**src/rtl/flush_walk_pkg.sv**
```systemverilog
// Package: shared entry-layout constants, type codes and walker state type.
// Assumes the table entry layout fixed by the neighbouring lookup logic.
package flush_walk_pkg;

    localparam int TYPE_LSB     = 60;  // two-bit entry type
    localparam int MC_BIT       = 40;  // multicast flag of address entries
    localparam int PORT_FLD_LSB = 66;  // port number / port mask base

    localparam logic [1:0] ET_FREE  = 2'd0;
    localparam logic [1:0] ET_ADDR  = 2'd1;
    localparam logic [1:0] ET_VLAN  = 2'd2;
    localparam logic [1:0] ET_VADDR = 2'd3;

    typedef enum logic [1:0] {
        W_IDLE,
        W_READ,
        W_EDIT,
        W_DONE
    } walk_state_t;

endpackage

```
**src/rtl/flush_walk_ctrl.sv**
```systemverilog
// Module: walk sequencer. Steps an index from 0 to DEPTH-1, spending one
// cycle reading and one cycle editing each entry, then pulses done.
// Assumes the table answers a read one cycle later.
module flush_walk_ctrl
    import flush_walk_pkg::*;
#(
    parameter int DEPTH = 64,
    parameter int IDX_W = (DEPTH > 1) ? $clog2(DEPTH) : 1
) (
    input  logic             clk,
    input  logic             rst_n,
    input  logic             start,
    output logic             busy,
    output logic             done,
    output logic             rd_en,
    output logic             edit_en,
    output logic [IDX_W-1:0] idx
);

    localparam logic [IDX_W-1:0] LAST_IDX = IDX_W'(DEPTH - 1);

    walk_state_t      state_q;
    logic [IDX_W-1:0] idx_q;

    // Walk state and index register.
    always_ff @(posedge clk) begin
        if (!rst_n) begin
            state_q <= W_IDLE;
            idx_q   <= '0;
        end else begin
            case (state_q)
                W_IDLE: begin
                    if (start) begin
                        state_q <= W_READ;
                        idx_q   <= '0;
                    end
                end
                W_READ: state_q <= W_EDIT;
                W_EDIT: begin
                    if (idx_q == LAST_IDX) begin
                        state_q <= W_DONE;
                    end else begin
                        idx_q   <= idx_q + 1'b1;
                        state_q <= W_READ;
                    end
                end
                default: state_q <= W_IDLE;
            endcase
        end
    end

    // Decode of the state into strobes.
    always_comb begin
        rd_en   = (state_q == W_READ);
        edit_en = (state_q == W_EDIT);
        busy    = rd_en || edit_en;
        done    = (state_q == W_DONE);
        idx     = idx_q;
    end

    // Each edit cycle follows its read cycle.
    p_edit_after_read_r2: assert property (@(posedge clk) disable iff (!rst_n)
        edit_en |-> $past(rd_en));

    // Reads advance the index by exactly one.
    p_idx_step_r2: assert property (@(posedge clk) disable iff (!rst_n)
        (rd_en && idx != '0) |-> (idx == $past(idx, 2) + 1'b1));

    // done is a single-cycle pulse with busy low.
    p_done_pulse_r10: assert property (@(posedge clk) disable iff (!rst_n)
        done |=> (!done && !busy));

    // start in the middle of a walk does not end it.
    p_start_ignored_r11: assert property (@(posedge clk) disable iff (!rst_n)
        (busy && start && !(edit_en && idx == LAST_IDX)) |=> busy);

endmodule

```
**src/rtl/flush_entry_edit.sv**
```systemverilog
// Module: combinational entry editor. Applies the flush rules to one
// entry: non-address entries pass through, unicast entries are freed when
// their port is flushed, and multicast entries lose the flushed ports and
// are freed when only the host port remains.
// Assumes host_sel < MASK_W.
module flush_entry_edit
    import flush_walk_pkg::*;
#(
    parameter int ENTRY_W = 72,
    parameter int MASK_W  = 3,
    parameter int NP_W    = (MASK_W > 1) ? $clog2(MASK_W) : 1
) (
    input  logic [ENTRY_W-1:0] entry_in,
    input  logic [MASK_W-1:0]  flush_mask,
    input  logic [NP_W-1:0]    host_sel,
    output logic [ENTRY_W-1:0] entry_out,
    output logic               is_addr
);

    logic [1:0]        etype;
    logic              is_mc;
    logic [MASK_W-1:0] pmask;
    logic [NP_W-1:0]   pnum;
    logic [MASK_W-1:0] host_bit;
    logic [MASK_W-1:0] uc_bit;
    logic [MASK_W-1:0] mc_rem;
    logic              mc_hit;
    logic              uc_hit;

    // Field extraction and overlap terms.
    always_comb begin
        etype    = entry_in[TYPE_LSB +: 2];
        is_mc    = entry_in[MC_BIT];
        pmask    = entry_in[PORT_FLD_LSB +: MASK_W];
        pnum     = entry_in[PORT_FLD_LSB +: NP_W];
        host_bit = MASK_W'(1) << host_sel;
        uc_bit   = MASK_W'(1) << pnum;
        mc_rem   = pmask & ~flush_mask;
        mc_hit   = |(pmask & flush_mask);
        uc_hit   = |(uc_bit & flush_mask);
        is_addr  = (etype == ET_ADDR) || (etype == ET_VADDR);
    end

    // Rewrite of the type or port field according to the flush rules.
    always_comb begin
        entry_out = entry_in;
        if (is_addr) begin
            if (is_mc) begin
                if (mc_hit) begin
                    if (mc_rem == host_bit) begin
                        entry_out[TYPE_LSB +: 2] = ET_FREE;
                    end else begin
                        entry_out[PORT_FLD_LSB +: MASK_W] = mc_rem;
                    end
                end
            end else if (uc_hit) begin
                entry_out[TYPE_LSB +: 2] = ET_FREE;
            end
        end
    end

endmodule

```
**src/rtl/port_flush_walker.sv**
```systemverilog
// Module: top of the port flush walker. Captures the flush mask and port
// count at start, sequences the walk and drives the table port with the
// edited entries.
// Assumes a single-port table with one-cycle read latency, owned by this
// block for the length of a walk.
module port_flush_walker
    import flush_walk_pkg::*;
#(
    parameter int DEPTH   = 64,
    parameter int MASK_W  = 3,
    parameter int ENTRY_W = 72,
    parameter int IDX_W   = (DEPTH > 1) ? $clog2(DEPTH) : 1,
    parameter int NP_W    = (MASK_W > 1) ? $clog2(MASK_W) : 1
) (
    input  logic               clk,
    input  logic               rst_n,
    input  logic               start,
    input  logic [MASK_W-1:0]  flush_mask,
    input  logic [NP_W-1:0]    num_ports,
    output logic               busy,
    output logic               done,
    output logic [IDX_W-1:0]   tbl_addr,
    output logic               tbl_rd_en,
    input  logic [ENTRY_W-1:0] tbl_rd_data,
    output logic               tbl_wr_en,
    output logic [ENTRY_W-1:0] tbl_wr_data
);

    localparam logic [ENTRY_W-1:0] EDIT_FIELDS =
        ({{(ENTRY_W-MASK_W){1'b0}}, {MASK_W{1'b1}}} << PORT_FLD_LSB) |
        ({{(ENTRY_W-2){1'b0}}, 2'b11} << TYPE_LSB);

    logic [MASK_W-1:0] cfg_mask_q;
    logic [NP_W-1:0]   cfg_np_q;
    logic              edit_en;
    logic              is_addr;
    logic [IDX_W-1:0]  idx;
    logic [ENTRY_W-1:0] edited;

    // Capture of the walk configuration when a walk is accepted.
    always_ff @(posedge clk) begin
        if (!rst_n) begin
            cfg_mask_q <= '0;
            cfg_np_q   <= '0;
        end else if (start && !busy && !done) begin
            cfg_mask_q <= flush_mask;
            cfg_np_q   <= num_ports;
        end
    end

    flush_walk_ctrl #(
        .DEPTH (DEPTH),
        .IDX_W (IDX_W)
    ) ctrl_i (
        .clk     (clk),
        .rst_n   (rst_n),
        .start   (start),
        .busy    (busy),
        .done    (done),
        .rd_en   (tbl_rd_en),
        .edit_en (edit_en),
        .idx     (idx)
    );

    flush_entry_edit #(
        .ENTRY_W (ENTRY_W),
        .MASK_W  (MASK_W),
        .NP_W    (NP_W)
    ) edit_i (
        .entry_in   (tbl_rd_data),
        .flush_mask (cfg_mask_q),
        .host_sel   (cfg_np_q),
        .entry_out  (edited),
        .is_addr    (is_addr)
    );

    // Table port drive: write only address entries in the edit cycle.
    always_comb begin
        tbl_addr    = idx;
        tbl_wr_en   = edit_en && is_addr;
        tbl_wr_data = edited;
    end

    // Write lands on the index read in the previous cycle.
    p_wr_after_read_r4: assert property (@(posedge clk) disable iff (!rst_n)
        tbl_wr_en |-> ($past(tbl_rd_en) && tbl_addr == $past(tbl_addr)));

    // Only address-type entries are written.
    p_wr_addr_type_r3: assert property (@(posedge clk) disable iff (!rst_n)
        tbl_wr_en |-> (tbl_rd_data[TYPE_LSB +: 2] == ET_ADDR ||
                       tbl_rd_data[TYPE_LSB +: 2] == ET_VADDR));

    // Bits outside the type and port fields survive the edit.
    p_other_bits_kept_r5: assert property (@(posedge clk) disable iff (!rst_n)
        tbl_wr_en |-> ((tbl_wr_data & ~EDIT_FIELDS) == (tbl_rd_data & ~EDIT_FIELDS)));

    // An empty flush mask writes entries back unchanged.
    p_zero_mask_r9: assert property (@(posedge clk) disable iff (!rst_n)
        (tbl_wr_en && cfg_mask_q == '0) |-> (tbl_wr_data == tbl_rd_data));

    // Read and write never share a cycle.
    p_rw_exclusive_r2: assert property (@(posedge clk) disable iff (!rst_n)
        !(tbl_rd_en && tbl_wr_en));

    // Outputs quiet while reset is applied.
    p_reset_quiet_r1: assert property (@(posedge clk)
        $past(!rst_n) |-> (!busy && !done && !tbl_rd_en && !tbl_wr_en));

endmodule

```
**config.mk**
```make
export PLATFORM = sky130hd
export DESIGN_NAME = port_flush_walker
export DESIGN_NICKNAME = d
export VERILOG_FILES = /design/src/rtl/flush_walk_pkg.sv /design/src/rtl/flush_walk_ctrl.sv /design/src/rtl/flush_entry_edit.sv /design/src/rtl/port_flush_walker.sv
export SDC_FILE = /design/constraint.sdc
export NUM_CORES = 1
export LEC_CHECK = 0
export ABC_CLOCK_PERIOD_IN_PS = 3300
export BUFFER_PORTS_ARGS = -buffer_cell sky130_fd_sc_hd__buf_2
export CORE_ASPECT_RATIO = 1.75
export CORE_MARGIN = 5
export CORE_UTILIZATION = 35
export DETAILED_ROUTE_END_ITERATION = 12
export PLACE_DENSITY = 0.87
export SYNTH_ARGS = -nofsm -noshare
export SYNTH_HDL_FRONTEND = slang
export SYNTH_HIERARCHICAL = 1
export SYNTH_SLANG_ARGS = --single-unit
```
**constraint.sdc**
```tcl
create_clock -name clk -period 3.3 [get_ports clk]
set_input_delay 0.66 -clock clk [delete_from_list [all_inputs] [get_ports clk]]
set_output_delay 0.66 -clock clk [all_outputs]
set_load 0.02 [all_outputs]
```
==> flow_metrics.tcl, run 1 <==
set metrics [dict create \
    post_cts_buffers 0 \
    swShare 0.3309 \
    hold_viol_final 0 \
    track_usage 0.1130 \
    viasPerCell 5.354 \
    p_comb_frac 0.301 \
    pre_cts_ws_ns 0.8175 \
    grt_pass1_vias 953 \
    path_clk_slew_ns 0.06 \
    syn_to_final_growth_pct -18.18 \
    cts_tree "yes" \
    rsz0062_at_grt "false" \
    drtIter0Drc 57 \
    diodes 0 \
    peakVddDrop_v 0.0001471 \
    setup_ws_ns 0.8154 \
    numCtsBuffers 3 \
    fin_nets 220 \
    synth-async-reset-ratio 0 \
    boundaryPins 162 \
    root_buffer "clkbuf_8" \
    synth_cell_types 46 \
    route.detailed.drc 0 \
    power_frac_clock 0.302 \
    relSlewSlack 0.6783 \
    final_cell_area_mm2 0.001171 \
    syn-num-nets 255 \
    drt_pass1_iterations 4 \
    fin_skew_ns 0.007414 \
    crit_arrival_ns 1.82 \
    synthCells 169 \
    syn-cell-area_mm2 0.001431 \
    setup.worst_path.class "input port to output pin" \
    dieWidth_um 58.34 \
    grt_pass1_wl_um 4685 \
    vias 969 \
    ys_seq_area_frac 0.1818 \
    power_uw 465.9 \
    start_kind "input port" \
    seq_power_share 0.396 \
    clk_latency_ns 0.24 \
    cts.repair.resized 0 \
    drive_gt1_frac 0.3459 \
    rows 30 \
    internal-power_uw 311.7 \
    cts_num_sinks 13 \
    ant_nets 0 \
    dp_hpwl_um 2530 \
    synth_edf_count 0 \
    grt_overflow_total 0 \
    grt_max_degree 18 \
    finalSetupTns_ns 0 \
    switchingPower_uw 154.2 \
    dp_cells 177 \
    final.period_utilization 0.7529 \
    post_dp_cell_area_mm2 0.001125 \
    die_y_um 94.60 \
    initial_core_util 0.3667 \
    syn_area_per_cell_um2 8.470 \
    synth-seq-cells 13 \
    place.gp.congestion 0.8221 \
    fillCellCount 442 \
    status "completed" \
    holdBufCountCts 0 \
    wl_um 3081 \
    power_density_mw_per_mm2 397.8 \
    clockBufferDepth 2 \
    h-tree-depth 1 \
    hold_path.class "register to register" \
    synth_warnings 6 \
    slew_viol_final 0 \
    fmaxAchievable_ghz 0.4025 \
    whs_ns 0.5042 \
    dieArea_mm2 0.005519 \
    cap_violations 0 \
    tightest_slew_ns 0.4825 \
    finalCriticalPeriod_ns 2.485 \
    setup_viol 0 \
    antenna_found_initial 0 \
    p_leak_nw 0.5034 \
    synth_ff_type "dfxtp_1" \
    routedWlPerCell_um 17.02 \
    core_mm2 0.003904 \
    end_kind "output pin" \
    io_buffer_count 29 \
    crit_required_ns 2.64 \
    instances_no_fill 181 \
    path_max_fanout 6 \
    final_util 0.3000 \
]
power groups by stage:
stage | logic (mW) | registers [mW] | clock network (mW)
2_1_floorplan | 0.220 | 0.185 | 0
3_3_place_gp | 0.139 | 0.187 | 0
3_5_place_dp | 0.141 | 0.188 | 0
4_1_cts | 0.142 | 0.185 | 0.149
5_1_grt | 0.154 | 0.187 | 0.156
6_report | 0.140 | 0.185 | 0.141
cells by family after synthesis:
kind of cell / count (synthesis) / share of synthesized area
buf+inv: 75 / 0.3732
simple gates: 42 / 0.1818
compound gates: 24 / 0.1477
flops: 13 / 0.1818
mux: 8 / 0.05682
fa+ha+maj: 6 / 0.05245
xor+xnor: 1 / 0.006120
cell usage after synthesis, types with 2 or more instances:
| master | instances | area, µm² |
|---|---|---|
| a21boi_0 | 3 | 22.52 |
| buf_4 | 67 | 503.0 |
| dfxtp_1 | 13 | 260.3 |
| ha_1 | 6 | 75.07 |
| inv_1 | 4 | 15.01 |
| inv_2 | 2 | 7.510 |
| mux2i_1 | 7 | 70.07 |
| nand2_1 | 18 | 67.56 |
| nand2b_1 | 2 | 12.51 |
| nand2b_4 | 2 | 27.53 |
| nand3_1 | 5 | 25.02 |
| nor2_1 | 2 | 7.510 |
| nor3_1 | 2 | 10.01 |
| o21ai_0 | 2 | 10.01 |
| o22a_1 | 2 | 17.52 |
| o2bb2ai_1 | 2 | 17.52 |
worst paths after layout:
path,startpoint,to,slack (ns),depth (start not counted)
worst min-delay path,ctrl_i/idx[1],ctrl_i/idx[1],0.50,2
worst max register to register,ctrl_i/state_q[0],ctrl_i/idx[5],1.62,5
worst min register to register,ctrl_i/idx[1],ctrl_i/idx[1],0.50,2
worst max-delay path,tbl_rd_data[67],tbl_wr_data[67],0.82,7
cell usage in the layout, fill, tap and decap left out, types with 2 or more instances in the layout:
master	Yosys	final
a21boi_0	3	3
nand2_1	18	18
o21ai_0	2	2
inv_1	4	4
o22a_1	2	2
nor2_1	2	2
inv_2	2	2
nand3_1	5	5
clkbuf_8	0	3
o2bb2ai_1	2	2
dfxtp_1	13	13
nor3_1	2	2
ha_1	6	6
mux2i_1	7	7
nand2b_4	2	2
nand2b_1	2	2
buf_2	1	29
layer usage:
metal  part of all wire  global-route usage  vias up
met5                  0                   0        -
met4               0.12              0.1509        0
met3               0.12             0.03557       42
met2               0.48              0.1819       66
met1               0.28             0.09180      420
li1                   -                   -      441
state kept, by name, summed over array words and instances, names as in the netlist:
register and cells:
ctrl_i/idx 6, cfg_mask_q 3, cfg_np_q 2, ctrl_i/state_q 2
critical path, cell delays in order:
cell      delay, ns
buf_2          0.13
and4bb_1       0.21
nand3_1        0.09
o21ai_2        0.07
nor3_1         0.33
a21boi_0       0.15
buf_2          0.18
final cells by class:
cell class / instances / area [µm²] / share of cell area
Multi-Input combinational cell: 81 / 636.9 / 0.5438
Sequential cell: 13 / 260.3 / 0.2222
Timing Repair Buffer: 29 / 145.1 / 0.1239
Tap cell: 48 / 60.06 / 0.05128
Clock buffer: 3 / 41.29 / 0.03526
Inverter: 6 / 22.52 / 0.01923
Clock inverter: 1 / 5.005 / 0.004274
Power figures use the tool's default switching activity.
==> run 2, diff against run 1 <==
Settings changed: ABC_CLOCK_PERIOD_IN_PS 3300 to 2500, CORE_UTILIZATION 35 to 34, PLACE_DENSITY 0.87 to 0.85.
Clock period 3.3 ns to 2.5 ns, I/O delays scaled along.
==> run 2 against run 1 <==
Effect of this change: via count shrank 0.83%; first-iteration DRC count shrank 12%; hold slack is essentially flat; clock skew is essentially flat; final cell count grew 0.55%; combinational power grew 31%; register-to-register slack lost 0.81 ns; routed wire length shrank 3.9%; critical endpoint is now tbl_wr_data[68]; largest cell class unchanged.
==> flow_metrics.tcl, run 2 (same netlist as run 1, synthesis figures left out) <==
set metrics [dict create \
    fin_nets 220 \
    grt_pass1_wl_um 4560 \
    cts_num_sinks 13 \
    grt_max_degree 18 \
    start_kind "register" \
    pre_cts_ws_ns 0.4388 \
    layout_common_cells "29 x buf_2, 18 x nand2_1, 13 x dfxtp_1" \
    drive_gt1_frac 0.3459 \
    power_density_mw_per_mm2 523.9 \
    path_clk_slew_ns 0.06 \
    clk_latency_ns 0.24 \
    cap_violations 0 \
    setup_viol 0 \
    max_stage_delay_ns 0.40 \
    relSlewSlack 0.7104 \
    fin_skew_ns 0.007516 \
    rows 31 \
    holdBufCountCts 0 \
    status "completed" \
    route.detailed.drc 0 \
    wl_um 2962 \
    tightest_slew_ns 0.4344 \
    routedWlPerCell_um 16.27 \
    core_mm2 0.004111 \
    fmaxAchievable_ghz 0.4647 \
    antenna_found_initial 0 \
    boundaryPins 162 \
    fillCellCount 461 \
    mostFrequentLayoutCell "buf_2" \
    largest_reg_flops 6 \
    syn_to_final_growth_pct -18.09 \
    place.gp.congestion 0.7774 \
    numCtsBuffers 3 \
    drtIter0Drc 50 \
    hold_path.class "register to register" \
    initial_core_util 0.3481 \
    peakVddDrop_v 0.0002262 \
    cts.repair.resized 0 \
    h-tree-depth 1 \
    cts_tree "yes" \
    io_buffer_count 29 \
    root_buffer "clkbuf_8" \
    power_uw 614.2 \
    clockBufferDepth 2 \
    drt_pass1_iterations 4 \
    track_usage 0.1086 \
    crit_arrival_ns 1.65 \
    grt_overflow_total 0 \
    vias 961 \
    final.period_utilization 0.8608 \
    grt_pass1_vias 967 \
    slew_viol_final 0 \
    setup.worst_path.class "register to output pin" \
    path_max_fanout 5 \
    crit_chain "nand2b_4 > xor2_1 > o21ai_2 > nor3_1 > a21boi_0 > buf_2" \
    setup_ws_ns 0.3481 \
    rsz0062_at_grt "false" \
    dieWidth_um 59.05 \
    hold_viol_final 0 \
    finalCriticalPeriod_ns 2.152 \
    viasPerCell 5.280 \
    die_y_um 95.83 \
    critPathSlowestCell "dfxtp_1" \
    ant_nets 0 \
    finalSetupTns_ns 0 \
    diodes 0 \
    dieArea_mm2 0.005658 \
    dp_hpwl_um 2418 \
    crit_required_ns 2.00 \
    p_leak_nw 0.5034 \
    post_cts_buffers 0 \
    end_kind "output pin" \
]
## run 2: report_power, final
group          switching, mW  internal (mW)  leakage, nW
logic                  0.104         0.0793        0.372
registers             0.0215          0.222        0.106
clock network         0.0769          0.110       0.0255
total                  0.203          0.411        0.503
## run 2: path summary, 6_finish.rpt
check                         start               to  slack, ns  depth (start not counted)
setup reg to reg  ctrl_i/state_q[0]    ctrl_i/idx[5]       0.81                          5
setup / recovery      cfg_mask_q[2]  tbl_wr_data[68]       0.35                          6
hold reg to reg       ctrl_i/idx[1]    ctrl_i/idx[1]       0.50                          2
hold / removal        ctrl_i/idx[1]    ctrl_i/idx[1]       0.50                          2
## run 2: per-stage QoR
| stage | std cells | area, µm² | hold WS, ns | utilization |
|---|---|---|---|---|
| floorplan | 169 | 1431 | 0.4697 | - |
| global placement | 178 | 1126 | 0.4840 | 0.2739 |
| detailed placement | 178 | 1126 | 0.4995 | 0.2739 |
| CTS | 182 | 1172 | 0.5075 | 0.2851 |
| global route | 182 | 1172 | 0.5252 | 0.2851 |
| finish | 182 | 1172 | 0.5043 | 0.2851 |
## run 2: final cells by class
cell class	count	area (µm²)	share of cell area
clock buffer	3	41.29	0.03522
clock inverter	1	5.005	0.004269
inverter	6	22.52	0.01921
multi-input combinational	81	636.9	0.5432
sequential	13	260.3	0.2220
tap	49	61.31	0.05229
timing repair buffer	29	145.1	0.1238
## run 2: critical path: cells and delay by family (launching register included)
family	cells	cell delay, ns
AO/OA/AOI/OAI	2	0.22
XOR/XNOR	1	0.18
buffers and inverters	1	0.17
AND/OR/NAND/NOR	2	0.45
flip-flops	1	0.40
## run 2: metal layers
metal / wire (µm) / GRT usage
met3: 294 / 0.02685
met1: 958 / 0.08731
met5: 0 / 0
met4: 363 / 0.1569
met2: 1345 / 0.1753
==> run 3, diff against run 2 <==
Settings changed: ABC_CLOCK_PERIOD_IN_PS 2500 to 2000.
Clock period 2.5 ns to 2 ns, I/O delays scaled along.
==> run 3 against run 2 <==
Effect of this change: cell area is 6.2% higher; sequential cell count unchanged; power increased by 30%; die area stayed put; global-route usage rose by 0.29 points; clock power rose by 24%; critical path depth unchanged; highest routed layer unchanged; setup slack lost 0.35 ns; core utilization up 1.8 points; first-iteration DRC count shrank 56%; register-to-register slack worse by 0.49 ns.
==> flow_metrics.tcl, run 3 (same netlist as run 1, synthesis figures left out) <==
set metrics [dict create \
    viasPerCell 5.339 \
    drive_gt1_frac 0.4234 \
    fin_skew_ns 0.01441 \
    clk_latency_ns 0.24 \
    reg2regPathDepth 5 \
    grt_pass1_vias 994 \
    pre_cts_ws_ns 0.06821 \
    crit_arrival_ns 1.60 \
    grt_max_degree 18 \
    vias 993 \
    critPathSlowestCell "dfxtp_4" \
    tightest_slew_ns 0.4278 \
    numCtsBuffers 3 \
    initial_core_util 0.3481 \
    crit_chain "nand2b_4 > xor2_1 > o21ai_2 > nor2_2 > o311a_1 > buf_6" \
    relSlewSlack 0.7145 \
    diodes 0 \
    core_mm2 0.004111 \
    path_clk_slew_ns 0.05 \
    h-tree-depth 1 \
    die_y_um 95.83 \
    antenna_found_initial 0 \
    syn_to_final_growth_pct -13.02 \
    clockBufferDepth 2 \
    track_usage 0.1115 \
    ant_nets 0 \
    mostFrequentLayoutCell "buf_2" \
    root_buffer "clkbuf_8" \
    power_density_mw_per_mm2 639.4 \
    wl_um 3145 \
    multiInputGateArea_um2 656.9 \
    cap_violations 0 \
    grt_pass1_wl_um 4761 \
    crit_required_ns 1.60 \
    finalCriticalPeriod_ns 2.000 \
    power_uw 796.0 \
    boundaryPins 162 \
    grt_overflow_total 0 \
    slew_viol_final 0 \
    fillCellCount 444 \
    drt_pass1_iterations 4 \
    p_leak_nw 0.5370 \
    rows 31 \
    hold_depth 3 \
    dieWidth_um 59.05 \
    status "completed" \
    cts_num_sinks 13 \
    dieArea_mm2 0.005658 \
    cts_tree "yes" \
    dp_hpwl_um 2498 \
    finalSetupTns_ns 0 \
    start_kind "register" \
    end_kind "output pin" \
    setup_viol 0 \
    max_stage_delay_ns 0.34 \
    route.detailed.drc 0 \
    hold_viol_final 0 \
    hold_path.class "input port to register" \
    io_buffer_count 29 \
    path_max_fanout 3 \
    place.gp.congestion 0.7691 \
    final.period_utilization 0.9998 \
    setup.worst_path.class "register to output pin" \
    fmaxAchievable_ghz 0.5001 \
    fin_nets 224 \
    ff_latch_area_um2 270.3 \
    rsz0062_at_grt "true" \
    layout_common_cells "27 x buf_2, 17 x nand2_1, 9 x dfxtp_1" \
    setup_ws_ns 0.0003945 \
    drtIter0Drc 22 \
    largest_reg_flops 6 \
    peakVddDrop_v 0.0002680 \
    routedWlPerCell_um 16.91 \
    post_dp_cell_area_mm2 0.001134 \
    final_cell_area_mm2 0.001245 \
]
==> run 3: cell count changes in the layout (fill, tap and decap cells not counted), sizes merged <==
cell	before	now
buf	29	33
==> run 3: final cells by class <==
class,instances,share of cell area
well taps,49,0.04925
clock buffers,3,0.03317
flip-flops and latches,13,0.2171
clock inverters,1,0.004020
repair buffers,33,0.1508
inverters,6,0.01809
multi-input cells,81,0.5276
==> run 3: path summary, 6_finish.rpt <==
check	start	endpoint	slack [ns]
hold reg to reg	cfg_mask_q[1]	cfg_mask_q[1]	0.50
setup reg to reg	ctrl_i/state_q[0]	ctrl_i/idx[5]	0.32
setup / recovery	cfg_mask_q[2]	tbl_wr_data[61]	0.0004
hold / removal	flush_mask[1]	cfg_mask_q[1]	0.41
==> run 3: power by group <==
group          internal, mW  switching (mW)  total [mW]  leakage, nW
sequential            0.279          0.0231       0.303        0.108
clock                 0.137          0.0945       0.232       0.0255
combinational         0.117           0.145       0.262        0.403
==> run 3: routing by layer <==
layer / vias up / routed length, µm / track usage
met5: - / 0 / 0
met4: 0 / 374 / 0.1569
met3: 42 / 276 / 0.02953
met2: 53 / 1509 / 0.1771
met1: 446 / 985 / 0.09274
li1: 452 / - / -
==> run 3: critical path, delay by kind of cell (launching register included) <==
family	cells	cell delay, ns
xor gates and xnor gates	1	0.16
and+or+nand+nor	2	0.22
AOI/OAI and AO/OA	2	0.51
buffers and inverters	1	0.14
DFF	1	0.34
==> run 3: timing repair <==
action,in CTS,in global routing
setup endpoints to repair,5,5
resized for setup,5,10
hold buffers,0,0
pin swaps,1,2
setup buffers,0,3
endpoints found under the hold margin,0,0
==> run 3: metrics by stage <==
stage | instances | hold WS (ns) | utilization
5_1_grt | 186 | 0.4107 | 0.3028
3_3_place_gp | 179 | 0.4840 | 0.2757
6_report | 186 | 0.4084 | 0.3028
3_5_place_dp | 179 | 0.5043 | 0.2757
2_1_floorplan | 169 | 0.4697 | -
4_1_cts | 183 | 0.4037 | 0.2894
